### src/rtl/guardPkg.sv
package guardPkg;
  localparam logic [2:0] PH_FETCH = 3'd1;
  localparam logic [2:0] PH_OPND1 = 3'd3;

  typedef enum logic [1:0] {
    KIND_FETCH = 2'd0,
    KIND_ACC   = 2'd1,
    KIND_IDX   = 2'd2,
    KIND_OPND  = 2'd3
  } fieldKind_e;

  typedef struct packed {
    logic relocEn;
    logic loadRegs;
  } pathStrobe_t;
endpackage

### src/rtl/guardPath.sv
module guardPath
  import guardPkg::*;
#(
  parameter int ADDR_W = 15,
  parameter int BLK_SH = 6,
  localparam int BLK_W = ADDR_W - BLK_SH
) (
  input  logic              clk,
  input  logic              rstN,
  input  pathStrobe_t       strobe,
  input  logic [BLK_W-1:0]  baseIn,
  input  logic [BLK_W-1:0]  limitIn,
  input  logic [ADDR_W-1:0] relAddr,
  input  logic [ADDR_W-1:0] idxAddr,
  output logic [ADDR_W-1:0] physAddr,
  output logic              accOver,
  output logic              idxOver
);
  logic [BLK_W-1:0] baseQ;
  logic [BLK_W-1:0] limitQ;
  logic [ADDR_W:0]  baseWide;
  logic [ADDR_W:0]  accSum;
  logic [ADDR_W:0]  idxSum;

  always_ff @(posedge clk or negedge rstN) begin
    if (!rstN) begin
      baseQ  <= '0;
      limitQ <= '0;
    end else if (strobe.loadRegs) begin
      baseQ  <= baseIn;
      limitQ <= limitIn;
    end
  end

  assign baseWide = {1'b0, baseQ, {BLK_SH{1'b0}}};

  always_comb begin
    accSum = {1'b0, relAddr};
    if (strobe.relocEn) accSum = {1'b0, relAddr} + baseWide;
  end

  assign idxSum   = {1'b0, idxAddr} + baseWide;
  assign physAddr = accSum[ADDR_W-1:0];
  assign accOver  = accSum[ADDR_W] || (accSum[ADDR_W-1:BLK_SH] > limitQ);
  assign idxOver  = idxSum[ADDR_W] || (idxSum[ADDR_W-1:BLK_SH] > limitQ);

  AST_REGS_LOAD_GATED: assert property (@(posedge clk) disable iff (!rstN)
    (!$stable(baseQ) || !$stable(limitQ)) |-> $past(strobe.loadRegs)) else $error("region registers changed without load");
endmodule

### src/rtl/guardCtrl.sv
module guardCtrl
  import guardPkg::*;
(
  input  logic        clk,
  input  logic        rstN,
  input  logic        supMode,
  input  logic        regLoad,
  input  logic [2:0]  phase,
  input  logic        memReq,
  input  logic [1:0]  fieldKind,
  input  logic [2:0]  supRelocMask,
  input  logic        accOver,
  input  logic        idxOver,
  output pathStrobe_t strobe,
  output logic        memEn,
  output logic        trapReq,
  output logic        failQ
);
  fieldKind_e kind;
  logic       fetchFail;
  logic       failNext;

  assign kind = fieldKind_e'(fieldKind);

  always_comb begin
    strobe.loadRegs = regLoad && supMode;
    strobe.relocEn  = 1'b1;
    if (supMode) begin
      unique case (kind)
        KIND_FETCH: strobe.relocEn = 1'b0;
        KIND_ACC:   strobe.relocEn = supRelocMask[0];
        KIND_IDX:   strobe.relocEn = supRelocMask[1];
        KIND_OPND:  strobe.relocEn = supRelocMask[2];
        default:    strobe.relocEn = 1'b0;
      endcase
    end
  end

  assign fetchFail = !supMode && memReq && (kind == KIND_FETCH) && accOver;

  always_comb begin
    failNext = failQ;
    if (phase == PH_FETCH) failNext = fetchFail;
    else if (phase == PH_OPND1 && !supMode) failNext = failQ || idxOver;
  end

  always_ff @(posedge clk or negedge rstN) begin
    if (!rstN) failQ <= 1'b0;
    else       failQ <= failNext;
  end

  assign memEn   = memReq && !failQ;
  assign trapReq = (phase == PH_FETCH) && failQ;

  AST_BLOCKED_NO_MEM: assert property (@(posedge clk) disable iff (!rstN)
    failQ |-> !memEn) else $error("access enabled after failure");
  AST_FAIL_AT_CHECK_PHASE: assert property (@(posedge clk) disable iff (!rstN)
    $rose(failQ) |-> ($past(phase) == PH_FETCH || $past(phase) == PH_OPND1)) else $error("failure latched outside check phases");
  AST_SUP_NEVER_FAILS: assert property (@(posedge clk) disable iff (!rstN)
    $rose(failQ) |-> !$past(supMode)) else $error("failure latched in supervisor mode");
  AST_TRAP_AT_FETCH: assert property (@(posedge clk) disable iff (!rstN)
    trapReq |-> (phase == PH_FETCH)) else $error("trap outside fetch phase");
  AST_FAIL_HELD: assert property (@(posedge clk) disable iff (!rstN)
    (failQ && phase != PH_FETCH) |=> failQ) else $error("failure dropped mid instruction");
endmodule

### src/rtl/addrGuard.sv
module addrGuard
  import guardPkg::*;
(
  input  logic        clk,
  input  logic        rstN,
  input  logic        supMode,
  input  logic        regLoad,
  input  logic [8:0]  baseIn,
  input  logic [8:0]  limitIn,
  input  logic [2:0]  phase,
  input  logic        memReq,
  input  logic [1:0]  fieldKind,
  input  logic [14:0] relAddr,
  input  logic [14:0] idxAddr,
  input  logic [2:0]  supRelocMask,
  output logic [14:0] physAddr,
  output logic        memEn,
  output logic        trapReq,
  output logic        accessBlocked
);
  localparam int ADDR_W = 15;
  localparam int BLK_SH = 6;

  pathStrobe_t strobe;
  logic        accOver;
  logic        idxOver;

  guardCtrl uCtrl (
    .clk(clk), .rstN(rstN), .supMode(supMode), .regLoad(regLoad),
    .phase(phase), .memReq(memReq), .fieldKind(fieldKind),
    .supRelocMask(supRelocMask), .accOver(accOver), .idxOver(idxOver),
    .strobe(strobe), .memEn(memEn), .trapReq(trapReq), .failQ(accessBlocked)
  );

  guardPath #(.ADDR_W(ADDR_W), .BLK_SH(BLK_SH)) uPath (
    .clk(clk), .rstN(rstN), .strobe(strobe), .baseIn(baseIn),
    .limitIn(limitIn), .relAddr(relAddr), .idxAddr(idxAddr),
    .physAddr(physAddr), .accOver(accOver), .idxOver(idxOver)
  );
endmodule

### config.mk
export PLATFORM = sky130hd
export DESIGN_NAME = addrGuard
export DESIGN_NICKNAME = d
export VERILOG_FILES = /design/src/rtl/guardPkg.sv /design/src/rtl/guardPath.sv /design/src/rtl/guardCtrl.sv /design/src/rtl/addrGuard.sv
export SDC_FILE = /design/constraint.sdc
export NUM_CORES = 1
export LEC_CHECK = 0
export BUFFER_PORTS_ARGS = -buffer_cell sky130_fd_sc_hd__buf_4
export CORE_MARGIN = 2
export CORE_UTILIZATION = 45
export DETAILED_ROUTE_END_ITERATION = 10
export GPL_ROUTABILITY_DRIVEN = 0
export PLACE_DENSITY = 0.81
export SLEW_MARGIN = 20
export SYNTH_ARGS = -nofsm -noshare
export SYNTH_HDL_FRONTEND = slang
export SYNTH_HIERARCHICAL = 1
export SYNTH_SLANG_ARGS = --single-unit
### constraint.sdc
create_clock -name clk -period 6.4 [get_ports clk]
set_clock_uncertainty 0.05 [all_clocks]
set_input_delay 0.64 -clock clk [delete_from_list [all_inputs] [get_ports clk]]
set_output_delay 0.64 -clock clk [all_outputs]
set_load 0.005 [all_outputs]
# Word-level counts from Yosys, hierarchy flattened
# Index checks and enable logic that the tools add are counted.
[word_totals]
ff_bits = 19
latch_bits = 0
ram_bits = 0
mem_bits_ro = 0
in_bits = 61
wordCells = 31
mem_count = 0
[classes]
addsub = 2
mul = 0
n_div = 0
order_cmp = 2
n_eq_ne = 5
n_shift = 0
muxes = 5
n_bitwise = 0
n_reduce_logical = 14
[ops]
columns = ["operator", "count"]
rows = [
  ["15-bit by 15-bit adder with 16-bit output", 2],
  ["9-bit greater-than comparator", 2],
  ["16-bit two-way mux", 1],
  ["1-bit logical AND", 7],
  ["2-bit == test (second input constant)", 2],
  ["1-bit one-hot mux with 4 select lines", 1],
  ["3-bit by 1-bit == test with 1-bit output (second input constant)", 1],
  ["3-bit by 2-bit == test with 1-bit output (second input constant)", 1],
  ["1-bit logical OR", 3],
  ["1-bit two-way mux", 3],
  ["2-bit by 1-bit == test with 1-bit output (second input constant)", 1],
  ["1-bit logical NOT", 2],
  ["2-bit logical NOT", 1],
  ["2-bit nonzero test", 1],
]

# Logic depth before layout (Yosys ltp)
[depth]
word_depth = 8
ltp_mapped = 16
ltp_nobuf = 16

# Hierarchy
# Netlist, hierarchy kept.
[by_module_without_submodules]
columns = ["mod", "instances", "cells_per_inst", "area_each_um2"]
rows = [
  ["guardPath", 1, 214, 1935.6],
  ["guardCtrl", 1, 14, 113.9],
]

# Least setup slack after synthesis
# OpenSTA, ideal clock, no wires.
[synth_path]
kind = "in2reg"
startpoint = "in idxAddr[6]"
endpoint = "reg uCtrl.failQ"
setup_ns = 0.126
arrival_ns = 3.382
path_slack_ns = 2.841
path_stages = 15
cell_sequence = "ha_1 > fa_1 > a21oi_1 > o211ai_1 > nand2b_1 > a21oi_1 > xnor2_1 > ha_1 > nand4_1 > or4b_2 > o21ai_0 > nand3_1 > nor2b_1 > nor3_1 > o32a_1"
[synth_between]
elab_chain_cells = 6
[synth_rtl]
columns = ["element", "line_no", "source"]
rows = [
  ["start: declaration", "addrGuard.sv:14", "input logic [14:0] idxAddr,"],
  ["15-bit by 15-bit adder with 16-bit output (*)", "guardPath.sv:42", "assign idxSum = {1'b0, idxAddr} + baseWide;"],
  ["9-bit greater-than comparator", "guardPath.sv:45", "assign idxOver = idxSum[ADDR_W] || (idxSum[ADDR_W-1:BLK_SH] > limitQ);"],
  ["1-bit logical OR (*)", "guardPath.sv:45", ""],
  ["named net idxOver", "addrGuard.sv:26", "logic idxOver;"],
  ["1-bit logical OR (*)", "guardCtrl.sv:44", "else if (phase == PH_OPND1 && !supMode) failNext = failQ || idxOver;"],
  ["1-bit two-way mux (*)", "guardCtrl.sv:44", ""],
  ["1-bit two-way mux (*)", "guardCtrl.sv:43", "if (phase == PH_FETCH) failNext = fetchFail;"],
  ["end signal: assignment", "guardCtrl.sv:49", "else failQ <= failNext;"],
  ["end: declaration", "guardCtrl.sv:17", "output logic failQ"],
]
# The timed path passes the listed nets; every way through them passes the cells marked *. The select of a mux whose other input is x is not followed.
# A chain may end at the register's enable or synchronous reset.

# Worst setup path in the final report
# Same ends and word-level chain as after synthesis.

==> qor.yml <==
outcome:
  status: "finished clean"
yosys:
  seq_area_frac_synth: 0.232
  avgSynthCellArea_sq_um: 8.99
  yosys.area.top_type: "dfrtp_1"
  yosys_most_used_dff: "dfrtp_1"
  synthesis.nets: 327
  yosys-top-cells-area: "dfrtp_1 (23%), ha_1 (22%), mux2_2 (7.7%), o21ai_0 (3.7%), nand2_1 (3.5%)"
  ys_seq_elements: 19
  synth_edf_count: 0
  yosys.cell_types.count: 44
  ys_warn_count: 6
  syn_inst: 228
  async_flop_share: 1.00
  yosysTopAreaCellShare: 0.232
  synth_area_sq_um: 2050
clock_tree:
  htree_levels: 1
  cts_resized: 0
  clk_latency_ps: 250
  cts.hold.buffers_added: 0
  cts_buffers: 3
  cts_setup_buffers: 0
  cts_tree: "built"
  clock-sinks: 19
  cts.clk_slew.worst_paths_ps: 70
  clock_path_buffers: 2
  root_buffer: "clkbuf_8"
critical_path:
  critPathMaxFanout: 3
  worstPathArrival_ps: 3830
  r2r_setup_slack_ps: 2730
  rr_worst_depth: 15
  reg2reg_from: "uPath/baseQ[0]$_DFFE_PN0P_"
  start_kind: "primary input"
  regToRegEndpoint: "uCtrl/failQ$_DFFE_PN0P_"
  crit_end: "uCtrl/failQ$_DFFE_PN0P_"
  setup.worst_path.class: "primary input to register"
  crit_required_ps: 6490
  critPathLaunch: "idxAddr[6]"
  endpoint_kind: "register"
floorplanning:
  io_pins: 79
  die-area_sq_um: 5110
  core_sq_um: 4380
  fp-row-count: 24
  die_h_microns: 71.5
  start_util: 0.467
  die_w_microns: 71.5
global_route:
  grt_overflow: 0
  grt_usage: 0.192
  antenna_found_initial: 0
  first_global_vias: 1819
  grt_max_degree: 28
  grt_pass1_wl_microns: 7850
placement:
  dpl_cell_area_sq_um: 2500
  hpwl_microns: 3940
  io_buffers: 60
pwr:
  p_per_area_nw_per_um2: 228
  leakage_nw: 1.26
  power_uw: 580
  ir_drop_uv: 81.0
detailed_routing:
  wl_microns: 4690
  wire_per_inst_microns: 14.0
  wirelength_met1_microns: 2140
  dr.pass1.iters: 4
  dr.max_layer_used: "met4"
  drt-initial-drc-count: 39
  wl_met3_microns: 161
  wl_met2_microns: 2320
  antenna_left: 0
  via_per_inst: 5.41
  vias: 1808
  drc: 0
finish:
  fillers: 386
  layout_common_cells: "buf_4 (60), ha_1 (36), nand2_1 (19), dfrtp_1 (19), inv_1 (18)"
  design_area_sq_um: 2540
  area_growth_pct: 24.0
  num_antenna_cells: 0
  layout_commonest_cell: "buf_4"
  seq_area_sq_um: 475
  nets: 382
  drive_above_1_share: 0.291
  multi_input_area_sq_um: 1440
sta:
  drv_slew: 0
  setup_viol: 0
  setup_tns_ps: 0
  max_slew_margin: 0.680
  max_freq_mhz: 268
  tightest_slew_ps: 480
  rsz0062_at_grt: "no"
  fin_crit_sh: 0.584
  fin_crit_ps: 3740
  hold_violations: 0
worst_hold_path:
  hp-class: "primary input to async pin"
flow_run:
  maxCapViolCount: 0
-- worst min path at each step --
stage	endpoint	startpoint	slack [ps]
after floorplan	uCtrl/failQ$_DFFE_PN0P_	rstN	290
final	uPath/baseQ[7]$_DFFE_PN0P_	rstN	200
after CTS	uCtrl/failQ$_DFFE_PN0P_	rstN	200
after global placement	uPath/baseQ[8]$_DFFE_PN0P_	rstN	480
after detailed placement	uCtrl/failQ$_DFFE_PN0P_	rstN	480
after global routing	uPath/baseQ[7]$_DFFE_PN0P_	rstN	210
-- critical path, cell delays in order --
cell	delay, ps
buf_4	110
ha_1	220
fa_1	400
a21oi_1	230
o211ai_1	160
nand2b_1	170
a21oi_1	150
xnor2_1	80
ha_1	300
nand4_1	150
or4b_2	650
o21ai_0	130
nand3_1	120
nor2b_1	120
nor3_1	50
o32a_1	160
-- synth_stat cells, drive strengths merged (3+ instances only) --
| library cell | number |
|---|---|
| nand2 | 19 |
| a21oi | 13 |
| ha | 36 |
| xor2 | 4 |
| o21a | 3 |
| o21ai | 16 |
| inv | 18 |
| nand3 | 9 |
| buf | 8 |
| nor2 | 13 |
| nand2b | 3 |
| nor3 | 3 |
| o211ai | 4 |
| nor2b | 5 |
| xnor2 | 7 |
| mux2 | 15 |
| dfrtp | 19 |
| a21o | 7 |
-- sequential cells by signal (all words and copies together), names as in the netlist --
| signal | count |
|---|---|
| uPath/baseQ | 9 |
| uPath/limitQ | 9 |
| uCtrl/failQ | 1 |
-- layer usage --
metal	up-vias	global-route usage
met5	-	0
met4	0	0.0713
met3	6	0.0183
met2	34	0.325
met1	844	0.254
li1	924	-
-- where the power goes --
group          internal (mW)  switching (mW)  total [mW]
sequential             0.137          0.0160       0.153
combinational          0.177           0.169       0.346
clock                 0.0441          0.0371      0.0812
-- final cells by class --
cell class	count	area share
Inverter	18	0.0266
Sequential cell	19	0.187
Multi-Input combinational cell	181	0.566
Timing Repair Buffer	60	0.177
Clock buffer	4	0.0177
Tap cell	52	0.0256
-- through the flow --
stage / hold WS (ps) / worst slack (ps) / instances / util
4_1_cts: 203 / 2700 / 334 / 0.580
5_1_grt: 211 / 2460 / 334 / 0.580
3_3_place_gp: 475 / 2470 / 330 / 0.569
2_1_floorplan: 294 / 2840 / 228 / -
3_5_place_dp: 477 / 2440 / 330 / 0.569
6_report: 199 / 2660 / 334 / 0.580
-- cell families (layout without fill, tap and decap cells) --
logic type               count (synthesis)  in the layout  share of synthesized area
multiplexers                            16             16                     0.0873
AND/OR/NAND/NOR                         62             62                      0.153
adder cells (fa/ha/maj)                 38             38                      0.239
flip-flops                              19             19                      0.232
buffers and inverters                   28             82                     0.0665
XOR/XNOR                                11             11                     0.0470
AO/OA/AOI/OAI                           54             54                      0.175
(Power assumes the default switching activity.)
